--- config.mk ---
export PLATFORM = sky130hd
export DESIGN_NAME = beep_tone_gen
export DESIGN_NICKNAME = d
export VERILOG_FILES = /design/src/rtl/beep_pkg.sv /design/src/rtl/beep_half_counter.sv /design/src/rtl/beep_ctl_regs.sv /design/src/rtl/beep_tap_select.sv /design/src/rtl/beep_tone_gen.sv
export SDC_FILE = /design/constraint.sdc
export NUM_CORES = 1
export LEC_CHECK = 0
export BUFFER_PORTS_ARGS = -buffer_cell sky130_fd_sc_hd__buf_2
export CELL_PAD_IN_SITES_DETAIL_PLACEMENT = 0
export CELL_PAD_IN_SITES_GLOBAL_PLACEMENT = 1
export CORE_MARGIN = 8
export CORE_UTILIZATION = 44
export CTS_BUF_LIST = sky130_fd_sc_hd__clkbuf_4
export DETAILED_ROUTE_END_ITERATION = 16
export PLACE_DENSITY_LB_ADDON = 0.05
export SLEW_MARGIN = 30
export SYNTH_ARGS = -nofsm -noshare
export SYNTH_HDL_FRONTEND = slang
export SYNTH_HIERARCHICAL = 1
export SYNTH_SLANG_ARGS = --single-unit
--- constraint.sdc ---
create_clock -name clk -period 4.3 [get_ports clk]
set_input_delay 0.215 -clock clk [delete_from_list [all_inputs] [get_ports clk]]
set_output_delay 0.215 -clock clk [all_outputs]
set_load 0.05 [all_outputs]
--- src/rtl/beep_pkg.sv ---
package beep_pkg;

   // Clock-rate codes driven on freq_mode
   typedef enum logic [1:0] {
      FM_FULL = 2'b00,
      FM_HALF = 2'b01,
      FM_SLOW = 2'b10,
      FM_RSVD = 2'b11
   } fmode_e;

   // Register select values on wr_addr
   localparam logic ADDR_CTL = 1'b0;
   localparam logic ADDR_TAP = 1'b1;

endpackage

--- src/rtl/beep_half_counter.sv ---
module beep_half_counter #(
   parameter int CNT_W = 20
) (
   input  logic             clk,
   input  logic             rst_n,
   output logic [CNT_W-1:0] cnt_o
);

   logic             phase_q;
   logic [CNT_W-1:0] cnt_q;

   // Half-rate advance: the count moves on every second edge
   always_ff @(posedge clk or negedge rst_n) begin
      if (!rst_n) begin
         phase_q <= 1'b0;
         cnt_q   <= '0;
      end else begin
         phase_q <= ~phase_q;
         if (phase_q) cnt_q <= cnt_q + CNT_W'(1);
      end
   end

   assign cnt_o = cnt_q;

endmodule

--- src/rtl/beep_ctl_regs.sv ---
module beep_ctl_regs
   import beep_pkg::*;
#(
   parameter int REG_W  = 32,
   parameter int SEL_LO = 10,
   parameter int SEL_HI = 18
) (
   input  logic                     clk,
   input  logic                     rst_n,
   input  logic                     wr_en,
   input  logic                     wr_addr,
   input  logic [REG_W-1:0]         wr_data,
   output logic                     en_o,
   output logic [SEL_HI-SEL_LO:0]   tap_o
);

   localparam int NSEL = SEL_HI - SEL_LO + 1;

   logic            en_q;
   logic [NSEL-1:0] tap_q;

   always_ff @(posedge clk or negedge rst_n) begin
      if (!rst_n) begin
         en_q  <= 1'b0;
         tap_q <= '0;
      end else if (wr_en) begin
         if (wr_addr == ADDR_CTL) en_q  <= wr_data[0];
         else                     tap_q <= wr_data[SEL_HI:SEL_LO];
      end
   end

   // Reserved data bits are dropped on purpose
   logic unused_rsv;
   assign unused_rsv = ^{wr_data[REG_W-1:SEL_HI+1], wr_data[SEL_LO-1:1]};

   assign en_o  = en_q;
   assign tap_o = tap_q;

endmodule

--- src/rtl/beep_tap_select.sv ---
module beep_tap_select
   import beep_pkg::*;
#(
   parameter int SEL_LO     = 10,
   parameter int SEL_HI     = 18,
   parameter int HALF_SHIFT = 1,
   parameter int SLOW_SHIFT = 5
) (
   input  logic [SEL_HI:SEL_LO-SLOW_SHIFT] cnt_i,
   input  logic [SEL_HI-SEL_LO:0]          tap_i,
   input  logic [1:0]                      freq_mode,
   output logic                            tap_bit_o,
   output logic                            tap_ok_o
);

   localparam int NSEL = SEL_HI - SEL_LO + 1;

   logic [NSEL-1:0] hit;

   for (genvar j = 0; j < NSEL; j++) begin : g_tap
      localparam int BF = SEL_LO + j;
      localparam int BH = BF - HALF_SHIFT;
      localparam int BS = BF - SLOW_SHIFT;
      logic cand;
      always_comb begin
         case (fmode_e'(freq_mode))
            FM_HALF: cand = cnt_i[BH];
            FM_SLOW: cand = cnt_i[BS];
            default: cand = cnt_i[BF];
         endcase
      end
      assign hit[j] = tap_i[j] & cand;
   end

   assign tap_bit_o = |hit;
   assign tap_ok_o  = $onehot(tap_i);

endmodule

--- src/rtl/beep_tone_gen.sv ---
module beep_tone_gen
   import beep_pkg::*;
#(
   parameter int REG_W      = 32,
   parameter int CNT_W      = 20,
   parameter int SEL_LO     = 10,
   parameter int SEL_HI     = 18,
   parameter int HALF_SHIFT = 1,
   parameter int SLOW_SHIFT = 5,
   parameter bit OUT_REG    = 1'b0
) (
   input  logic             clk,
   input  logic             rst_n,
   input  logic             wr_en,
   input  logic             wr_addr,
   input  logic [REG_W-1:0] wr_data,
   input  logic [1:0]       freq_mode,
   output logic             beep_o
);

   localparam int NSEL   = SEL_HI - SEL_LO + 1;
   localparam int LOW_BT = SEL_LO - SLOW_SHIFT;

   // Elaboration checks on the parameter set
   if (SEL_HI >= CNT_W)           begin : g_chk_cnt  $error("counter narrower than tap field"); end
   if (SEL_HI + 1 >= REG_W)       begin : g_chk_reg  $error("tap field does not fit register"); end
   if (LOW_BT < 0)                begin : g_chk_low  $error("slow shift exceeds field base"); end
   if (HALF_SHIFT > SLOW_SHIFT)   begin : g_chk_ord  $error("half shift above slow shift"); end
   if (SEL_LO < 2)                begin : g_chk_base $error("field base overlaps enable bit"); end

   logic             en_q;
   logic [NSEL-1:0]  tap_q;
   logic [CNT_W-1:0] cnt_q;
   logic             tap_bit;
   logic             tap_ok;
   logic             beep_raw;

   beep_ctl_regs #(
      .REG_W (REG_W),
      .SEL_LO(SEL_LO),
      .SEL_HI(SEL_HI)
   ) u_regs (
      .clk    (clk),
      .rst_n  (rst_n),
      .wr_en  (wr_en),
      .wr_addr(wr_addr),
      .wr_data(wr_data),
      .en_o   (en_q),
      .tap_o  (tap_q)
   );

   beep_half_counter #(
      .CNT_W(CNT_W)
   ) u_cnt (
      .clk  (clk),
      .rst_n(rst_n),
      .cnt_o(cnt_q)
   );

   beep_tap_select #(
      .SEL_LO    (SEL_LO),
      .SEL_HI    (SEL_HI),
      .HALF_SHIFT(HALF_SHIFT),
      .SLOW_SHIFT(SLOW_SHIFT)
   ) u_sel (
      .cnt_i    (cnt_q[SEL_HI:LOW_BT]),
      .tap_i    (tap_q),
      .freq_mode(freq_mode),
      .tap_bit_o(tap_bit),
      .tap_ok_o (tap_ok)
   );

   assign beep_raw = en_q & tap_ok & tap_bit;

   if (OUT_REG) begin : g_oreg
      logic beep_q;
      always_ff @(posedge clk or negedge rst_n) begin
         if (!rst_n) beep_q <= 1'b0;
         else        beep_q <= beep_raw;
      end
      assign beep_o = beep_q;
   end else begin : g_ocomb
      assign beep_o = beep_raw;
   end

endmodule

### Yosys cells after proc, flatten, opt, wreduce, memory -nomap -nowiden

Cells that the tools add are included.

* memories: 0
* flip-flop bits (word level): 31
* input bits: 38
* bits in read-only memories: 0
* output and inout bits: 1
* logic and storage cells: 41
* bits in latches: 0
* RAM bits: 0

* add/sub/neg operators: 9
* order comparisons: 0
* multiply operators: 0
* equality and inequality tests: 3
* bitwise gates (word level): 13
* multiplexer cells: 9
* reduce and logical (&&, ||, !) cells: 3
* divide/modulo/power cells: 0
* shift-type cells: 0

Operators by type and width (count)
* $add A20 B1 Y20 const B: 1
* $pmux W1 S2: 9
* $add A4 B4 Y4: 3
* $and A1 B1 Y1: 11
* $reduce_or A9 Y1: 1
* $add A1 B1 Y2: 4
* $add A4 B1 Y4: 1
* $eq A4 B1 Y1 const B: 1
* $reduce_and A2 Y1: 2
* $eq A2 B1 Y1 const B: 1
* $eq A2 B2 Y1 const B: 1
* $not A1 Y1: 2

### Longest topological paths before layout

Gate-level depths: netlist of run 1.

* depth after elaboration: 7
* gate-level depth with buffers: 11
* mapped depth without buffers: 11

### Cells and area by module

The synthesis of run 1 kept the hierarchy.

Modules (own cells, without submodules)
* beep_half_counter: area each 928.4 um2, times used 1, cells each 76, seq. area each 525.5 um2
* beep_tap_select: area each 447.9 um2, times used 1, cells each 58, seq. area each 0.0 um2
* beep_ctl_regs: area each 414.1 um2, times used 1, cells each 22, seq. area each 250.2 um2
* beep_tone_gen: area each 6.3 um2, times used 1, cells each 1, seq. area each 0.0 um2

### Worst setup path after synthesis of run 1

No wires, ideal clock.

* kind: reg2out
* from: register u_regs.tap_q[0], in the netlist u_regs/tap_o[0]
* to: output beep_o
* stages on the path, launching flop included: 11
* arrival time: 3456 ps
* required time: 4085 ps
* slack: 629 ps
* path buffers: 0
* cell sequence: dfrtp_1 inv_1 fa_1 fa_1 fa_1 fa_1 fa_1 nor3_1 mux2i_1 nor3b_1 and3_1

* cells in the longest elaborated chain, start to end: 7
* elaborated cells on any way between the ends: 9
* classes of those cells: add/sub: 4; eq/ne: 1; bitwise: 3; reduce/logical: 1

RTL lines
* start, declared: line beep_ctl_regs.sv:20 `logic [NSEL-1:0] tap_q;`
* start signal, assigned: line beep_ctl_regs.sv:28 `else tap_q <= wr_data[SEL_HI:SEL_LO];`
* $add A1 B1 Y2 (not written as such): line beep_tap_select.sv:36 `assign tap_ok_o = $onehot(tap_i);`
* $add A4 B4 Y4 (not written as such) (2 in series): line beep_tap_select.sv:36
* $add A4 B1 Y4 (not written as such): line beep_tap_select.sv:36
* $eq A4 B1 Y1: line beep_tap_select.sv:36
* named net tap_ok: line beep_tone_gen.sv:35 `logic tap_ok;`
* $and A1 B1 Y1 (2 in series): line beep_tone_gen.sv:73 `assign beep_raw = en_q & tap_ok & tap_bit;`
* end, declared: line beep_tone_gen.sv:18 `output logic beep_o`

The timed path passes the listed nets, and every way through them passes these cells.

### Worst setup path in the final report of run 1

* from: register u_regs.tap_q[1], in the netlist u_regs/tap_o[1]
* to: output beep_o

The elaborated chain is that of the path after synthesis.

==> impl_metrics.env, run 1 <==
export IMPL_r2r_end="u_cnt/cnt_o[18]$_DFFE_PN0P_"
export IMPL_clk_latency_ns=0.33
export IMPL_drt_initial_drc_count=58
export IMPL_nFillCells=399
export IMPL_diodes=0
export IMPL_core_area_sq_um=3910
export IMPL_cp_end_kind="primary output"
export IMPL_cp_arrival_ns=3.87
export IMPL_cts_sinks=30
export IMPL_die_height_um=79.2
export IMPL_area_growth_pct=11.9
export IMPL_ant_nets=0
export IMPL_dieArea_sq_um=6270
export IMPL_worst_setup_path_start_kind="flip-flop"
export IMPL_critPathSlowestCell="fa_1"
export IMPL_routed_wl_um=3430
export IMPL_dp_hpwl_um=2610
export IMPL_grt_remaining_overflow=0
export IMPL_slew_violations=0
export IMPL_clockRootBuffer="clkbuf_4"
export IMPL_multi_input_area_sq_um=925
export IMPL_vias=1208
export IMPL_peakVddDrop_mv=0.196
export IMPL_fin_util_pct=50.3
export IMPL_r2r_start="u_cnt/cnt_o[0]$_DFFE_PN0P_"
export IMPL_netlist_instances=154
export IMPL_dr_pass1_iters=4
export IMPL_drc=0
export IMPL_holdPathEnd="u_regs/en_o$_DFFE_PN0P_"
export IMPL_nets=224
export IMPL_die_w_um=79.2
export IMPL_worstPathRequired_ns=4.09
export IMPL_start_util_pct=44.9
export IMPL_hold_start="wr_data[0]"
export IMPL_crit_type="reg -> out"
export IMPL_fin_skew_ns=0.00503
export IMPL_viasPerCell=5.32
export IMPL_grt_max_degree=31
export IMPL_ctsLongestPathBuffers=2
export IMPL_synth_fp_nets=202
export IMPL_max_freq_mhz=245
export IMPL_power_per_cell_area_nw_per_um2=345
export IMPL_critPathMaxStageDelay_ns=0.54
export IMPL_route_detailed_wl_per_inst_um=15.1
export IMPL_synthesis_area_sq_um=1760
export IMPL_max_slew_margin_pct=55.8
export IMPL_cap_violations=0
export IMPL_regArea_sq_um=751
export IMPL_syn_area_per_cell_sq_um=11.4
export IMPL_drive_above_1_share_pct=24.9
export IMPL_outcome="completed"
export IMPL_holdCritPathClass="in -> reg"
export IMPL_holdWs_ns=0.100
export IMPL_clkSlewWorstSetupHoldPaths_ns=0.10
export IMPL_stdcell_count=227
export IMPL_ctsHtreeMaxLevel=2
export IMPL_antenna_found_initial=0
export IMPL_std_cell_rows=23
export IMPL_cts_tree="done"
export IMPL_reg2reg_depth=5
export IMPL_cp_cell_sequence="inv_1, fa_1, fa_1, fa_1, fa_1, fa_1, nor3_2, mux2i_1, nor3b_2, and3_1, buf_6"
export IMPL_tightestPinTransition_ns=0.663
export IMPL_numCtsBuffers=5
export IMPL_hold_path_depth=2
export IMPL_numPlacedInstances=216
export IMPL_synth_warning_count=6
export IMPL_cp_common_cell="fa_1"
export IMPL_finalCriticalPeriod_ns=4.09
export IMPL_setup_violations=0
export IMPL_track_usage_pct=12.0
export IMPL_rrSetupSlack_ns=2.79
export IMPL_place_gp_congestion=0.782
export IMPL_p_leak_nw=0.942
export IMPL_grt_pass1_vias=1238
export IMPL_port_buffers=16
export IMPL_crit_fanout=4
export IMPL_grt_pass1_wl_um=5800
export IMPL_finalCritPeriodShare_pct=95.1
export IMPL_hold_viol=0
export IMPL_ios=39
==> power by group <==
| group | switching [W] | internal [W] | leakage (nW) |
|---|---|---|---|
| sequential | 0.0000127 | 0.000296 | 0.382 |
| combinational | 0.000103 | 0.000107 | 0.531 |
| clock | 0.0000990 | 0.0000606 | 0.0286 |
| total | 0.000215 | 0.000463 | 0.942 |
==> per-stage QoR <==
stage               setup slack [ns]  cell area, sq um  power (W)  TNS [ns]
finish                         0.212              1970   0.000678         0
global route                -0.00471              1970   0.000735  -0.00471
CTS                           0.0291              1940   0.000668         0
detailed placement             0.410              1870   0.000505         0
global placement               0.547              1870   0.000491         0
floorplan                      0.629              1760   0.000453         0
==> state kept, by name, indices dropped and copies added, names as in the netlist <==
| signal | cells |
|---|---|
| u_cnt/phase_q | 1 |
| u_regs/en_o | 1 |
| u_regs/tap_o | 9 |
| u_cnt/cnt_o | 19 |
==> layer usage <==
metal  wire [um]  global-route usage (%)
met5           0                       0
met4          42                    6.85
met2        1610                    18.7
met3         160                    3.27
met1        1610                    14.6
==> layout by cell type (no fill, tap or decap), types with 2 or more instances in the layout <==
| master | count |
|---|---|
| nor3_2 | 2 |
| buf_4 | 2 |
| xor2_1 | 6 |
| xnor2_1 | 12 |
| and3_1 | 4 |
| buf_2 | 15 |
| nor2_1 | 4 |
| a22oi_1 | 8 |
| nor3_1 | 2 |
| nor2b_1 | 4 |
| dfrtp_1 | 30 |
| clkbuf_4 | 5 |
| ha_1 | 5 |
| mux2_4 | 9 |
| inv_1 | 17 |
| nand3_1 | 5 |
| fa_1 | 5 |
| nand4_1 | 5 |
| nand2_1 | 11 |
==> repair_timing <==
action	4_1_cts	5_1_grt
setup buffers	0	2
endpoints found under the setup margin	0	1
hold endpoints to repair	30	0
gates resized for setup	0	5
hold buffers	1	0
==> cell type report <==
type | count | area share (%)
Clock inverter | 3 | 0.827
Multi-Input combinational cell | 103 | 47.0
Clock buffer | 5 | 1.91
Inverter | 17 | 3.24
Timing Repair Buffer | 19 | 5.66
Sequential cell | 30 | 38.2
Tap cell | 50 | 3.18
==> how the worst max path moves through the flow <==
stage / start / cells past startpoint / end / slack [ns]
floorplan: u_regs/tap_o[0]$_DFFE_PN0P_ / 10 / beep_o / 0.63
global placement: u_regs/tap_o[0]$_DFFE_PN0P_ / 11 / beep_o / 0.55
detailed placement: u_regs/tap_o[1]$_DFFE_PN0P_ / 11 / beep_o / 0.41
CTS: u_regs/tap_o[0]$_DFFE_PN0P_ / 11 / beep_o / 0.03
global route: u_regs/tap_o[3]$_DFFE_PN0P_ / 11 / beep_o / -0.005
finish: u_regs/tap_o[1]$_DFFE_PN0P_ / 11 / beep_o / 0.21
==> critical path: cells and delay by family (launching register included) <==
family                   cells  cell delay, ns
flip-flops                   1            0.41
AND/OR/NAND/NOR              3            0.52
adder cells (fa/ha/maj)      5            2.27
buffers and inverters        2            0.23
multiplexers                 1            0.11
(Power assumes the default switching activity.)
==> run 2, diff against run 1 <==
--- a/config.mk
+++ b/config.mk
@@ -9,10 +9,11 @@
 export CELL_PAD_IN_SITES_DETAIL_PLACEMENT = 0
 export CELL_PAD_IN_SITES_GLOBAL_PLACEMENT = 1
 export CORE_MARGIN = 8
-export CORE_UTILIZATION = 44
+export CORE_UTILIZATION = 40
 export CTS_BUF_LIST = sky130_fd_sc_hd__clkbuf_4
 export DETAILED_ROUTE_END_ITERATION = 16
 export PLACE_DENSITY_LB_ADDON = 0.05
+export SKIP_CTS_REPAIR_TIMING = 1
 export SLEW_MARGIN = 30
 export SYNTH_ARGS = -nofsm -noshare
 export SYNTH_HDL_FRONTEND = slang
==> constraint.sdc (replaced) <==
create_clock -name clk -period 3.5 [get_ports clk]
set_input_delay 0.175 -clock clk [delete_from_list [all_inputs] [get_ports clk]]
set_output_delay 0.175 -clock clk [all_outputs]
set_load 0.05 [all_outputs]
==> impl_metrics.env, run 2 (same netlist as run 1, synthesis figures left out) <==
export IMPL_outcome="finished with violations"
export IMPL_violations="negative setup slack"
export IMPL_numCtsBuffers=5
export IMPL_port_buffers=16
export IMPL_setup_ws_ns=-0.395
export IMPL_grt_pass1_vias=1220
export IMPL_holdPathEnd="u_regs/en_o$_DFFE_PN0P_"
export IMPL_vias=1208
export IMPL_dr_pass1_iters=4
export IMPL_drive_above_1_share_pct=27.5
export IMPL_cp_cell_sequence="inv_1, fa_1, fa_1, fa_1, fa_2, fa_2, nor3_2, mux2i_1, nor3b_2, and3_4, buf_6"
export IMPL_cts_tree="done"
export IMPL_largest_reg_flops=19
export IMPL_r2r_start="u_cnt/cnt_o[0]$_DFFE_PN0P_"
export IMPL_route_detailed_wl_per_inst_um=16.1
export IMPL_p_comb_share_pct=33.2
export IMPL_setup_violations=1
export IMPL_met3_usage_pct=3.25
export IMPL_dieArea_sq_um=6770
export IMPL_cp_arrival_ns=3.72
export IMPL_drc=0
export IMPL_grt_remaining_overflow=0
export IMPL_final_setup_tns_ns=-0.395
export IMPL_max_slew_margin_pct=53.5
export IMPL_cp_end_kind="primary output"
export IMPL_ctsLongestPathBuffers=2
export IMPL_grt_max_degree=31
export IMPL_ios=39
export IMPL_stdcell_count=230
export IMPL_power_w=0.000860
export IMPL_cap_violations=0
export IMPL_critPathMaxStageDelay_ns=0.56
export IMPL_global_route_peak_usage_layer="met1"
export IMPL_power_internal_w=0.000600
export IMPL_area_growth_pct=13.4
export IMPL_power_per_cell_area_nw_per_um2=432
export IMPL_worst_setup_path_start_kind="flip-flop"
export IMPL_ctsHtreeMaxLevel=2
export IMPL_rrSetupSlack_ns=1.93
export IMPL_use_met1_pct=16.6
export IMPL_cp_common_cell="fa_1"
export IMPL_core_area_sq_um=4290
export IMPL_start_util_pct=40.9
export IMPL_nets=226
export IMPL_hold_start="wr_data[0]"
export IMPL_drt_initial_drc_count=103
export IMPL_hold_path_depth=2
export IMPL_crit_type="reg -> out"
export IMPL_cts_sinks=30
export IMPL_numPlacedInstances=222
export IMPL_std_cell_rows=24
export IMPL_rsz0062_at_grt="true"
export IMPL_place_gp_congestion=0.806
export IMPL_clockRootBuffer="clkbuf_4"
export IMPL_routed_wl_um=3710
export IMPL_p_leak_nw=0.951
export IMPL_final_cell_mix="dfrtp_1, inv_1, buf_2, xnor2_1, nand2_1"
export IMPL_peakVddDrop_mv=0.178
export IMPL_diodes=0
export IMPL_slew_violations=0
export IMPL_fin_skew_ns=0.00569
export IMPL_antenna_found_initial=0
export IMPL_seq_power_share_pct=43.6
export IMPL_fin_util_pct=46.4
export IMPL_die_w_um=82.3
export IMPL_hold_viol=0
export IMPL_swShare_pct=30.2
export IMPL_dp_hpwl_um=2830
export IMPL_clk_latency_ns=0.31
export IMPL_reg2reg_depth=5
export IMPL_worstPathRequired_ns=3.32
export IMPL_track_usage_pct=11.8
export IMPL_nFillCells=429
export IMPL_grt_pass1_wl_um=6070
export IMPL_power_switching_w=0.000260
export IMPL_holdCritPathClass="in -> reg"
export IMPL_crit_fanout=2
export IMPL_ant_nets=0
export IMPL_critPathSlowestCell="fa_1"
export IMPL_clkSlewWorstSetupHoldPaths_ns=0.09
export IMPL_die_height_um=82.3
export IMPL_finalCriticalPeriod_ns=3.89
export IMPL_r2r_end="u_cnt/cnt_o[14]$_DFFE_PN0P_"
export IMPL_pwr_share_clk_pct=23.2
export IMPL_finalCritPeriodShare_pct=111
export IMPL_final_common_cell="dfrtp_1"
export IMPL_grtUsageMet2_pct=16.1
export IMPL_tightestPinTransition_ns=0.697
export IMPL_viasPerCell=5.25
export IMPL_max_freq_mhz=257
==> run 2: cell types whose count changed in the layout (fill, tap and decap cells not counted), moves of 2 or more <==
cell and change:
fa_2 +2, fa_1 -2, buf_4 +2, clkbuf_4 +2
==> run 2: layer usage <==
metal | vias up | share of wire (%)
met5 | - | 0
met4 | 0 | 0.65
met3 | 2 | 4.2
met2 | 20 | 48
met1 | 601 | 47
li1 | 585 | -
==> run 2: through the flow <==
stage,worst slack [ns],hold slack (ns),area (sq um)
2_1_floorplan,0.0193,-0.121,1760
3_3_place_gp,-0.145,0.240,1910
3_5_place_dp,-0.335,0.260,1910
4_1_cts,-0.708,-0.107,1960
5_1_grt,-0.592,0.0447,1990
6_report,-0.395,0.0710,1990
==> run 2: layout make-up <==
cell class	instances	area, sq um	share of cell area [%]
Tap cell	52	65.1	3.26
Timing Repair Buffer	21	126	6.34
Clock buffer	7	52.6	2.64
Inverter	17	63.8	3.20
Sequential cell	30	751	37.7
Multi-Input combinational cell	103	935	46.9
==> run 2: worst max-delay path: cells and delay by family (launching register included) <==
kind / cells / cell delay, ns
DFF: 1 / 0.37
and+or+nand+nor: 3 / 0.53
muxes: 1 / 0.11
adders and majority gates: 5 / 2.19
buffers and inverters: 2 / 0.21
==> run 2: worst max path at each step <==
stage          endpoint  cells past startpoint  slack, ns                         from
2_1_floorplan    beep_o                     10       0.02  u_regs/tap_o[0]$_DFFE_PN0P_
3_3_place_gp     beep_o                     11      -0.15  u_regs/tap_o[0]$_DFFE_PN0P_
3_5_place_dp     beep_o                     11      -0.34  u_regs/tap_o[0]$_DFFE_PN0P_
4_1_cts          beep_o                     11      -0.71  u_regs/tap_o[0]$_DFFE_PN0P_
5_1_grt          beep_o                     11      -0.59  u_regs/tap_o[0]$_DFFE_PN0P_
6_report         beep_o                     11      -0.39  u_regs/tap_o[0]$_DFFE_PN0P_
==> run 2: power groups by stage <==
stage	clock network (W)	logic [W]	registers [W]
after floorplan	0	0.000180	0.000380
after detailed placement	0	0.000259	0.000383
final	0.000199	0.000286	0.000375
after CTS	0.000215	0.000258	0.000376
after global routing	0.000227	0.000321	0.000378
after global placement	0	0.000231	0.000383
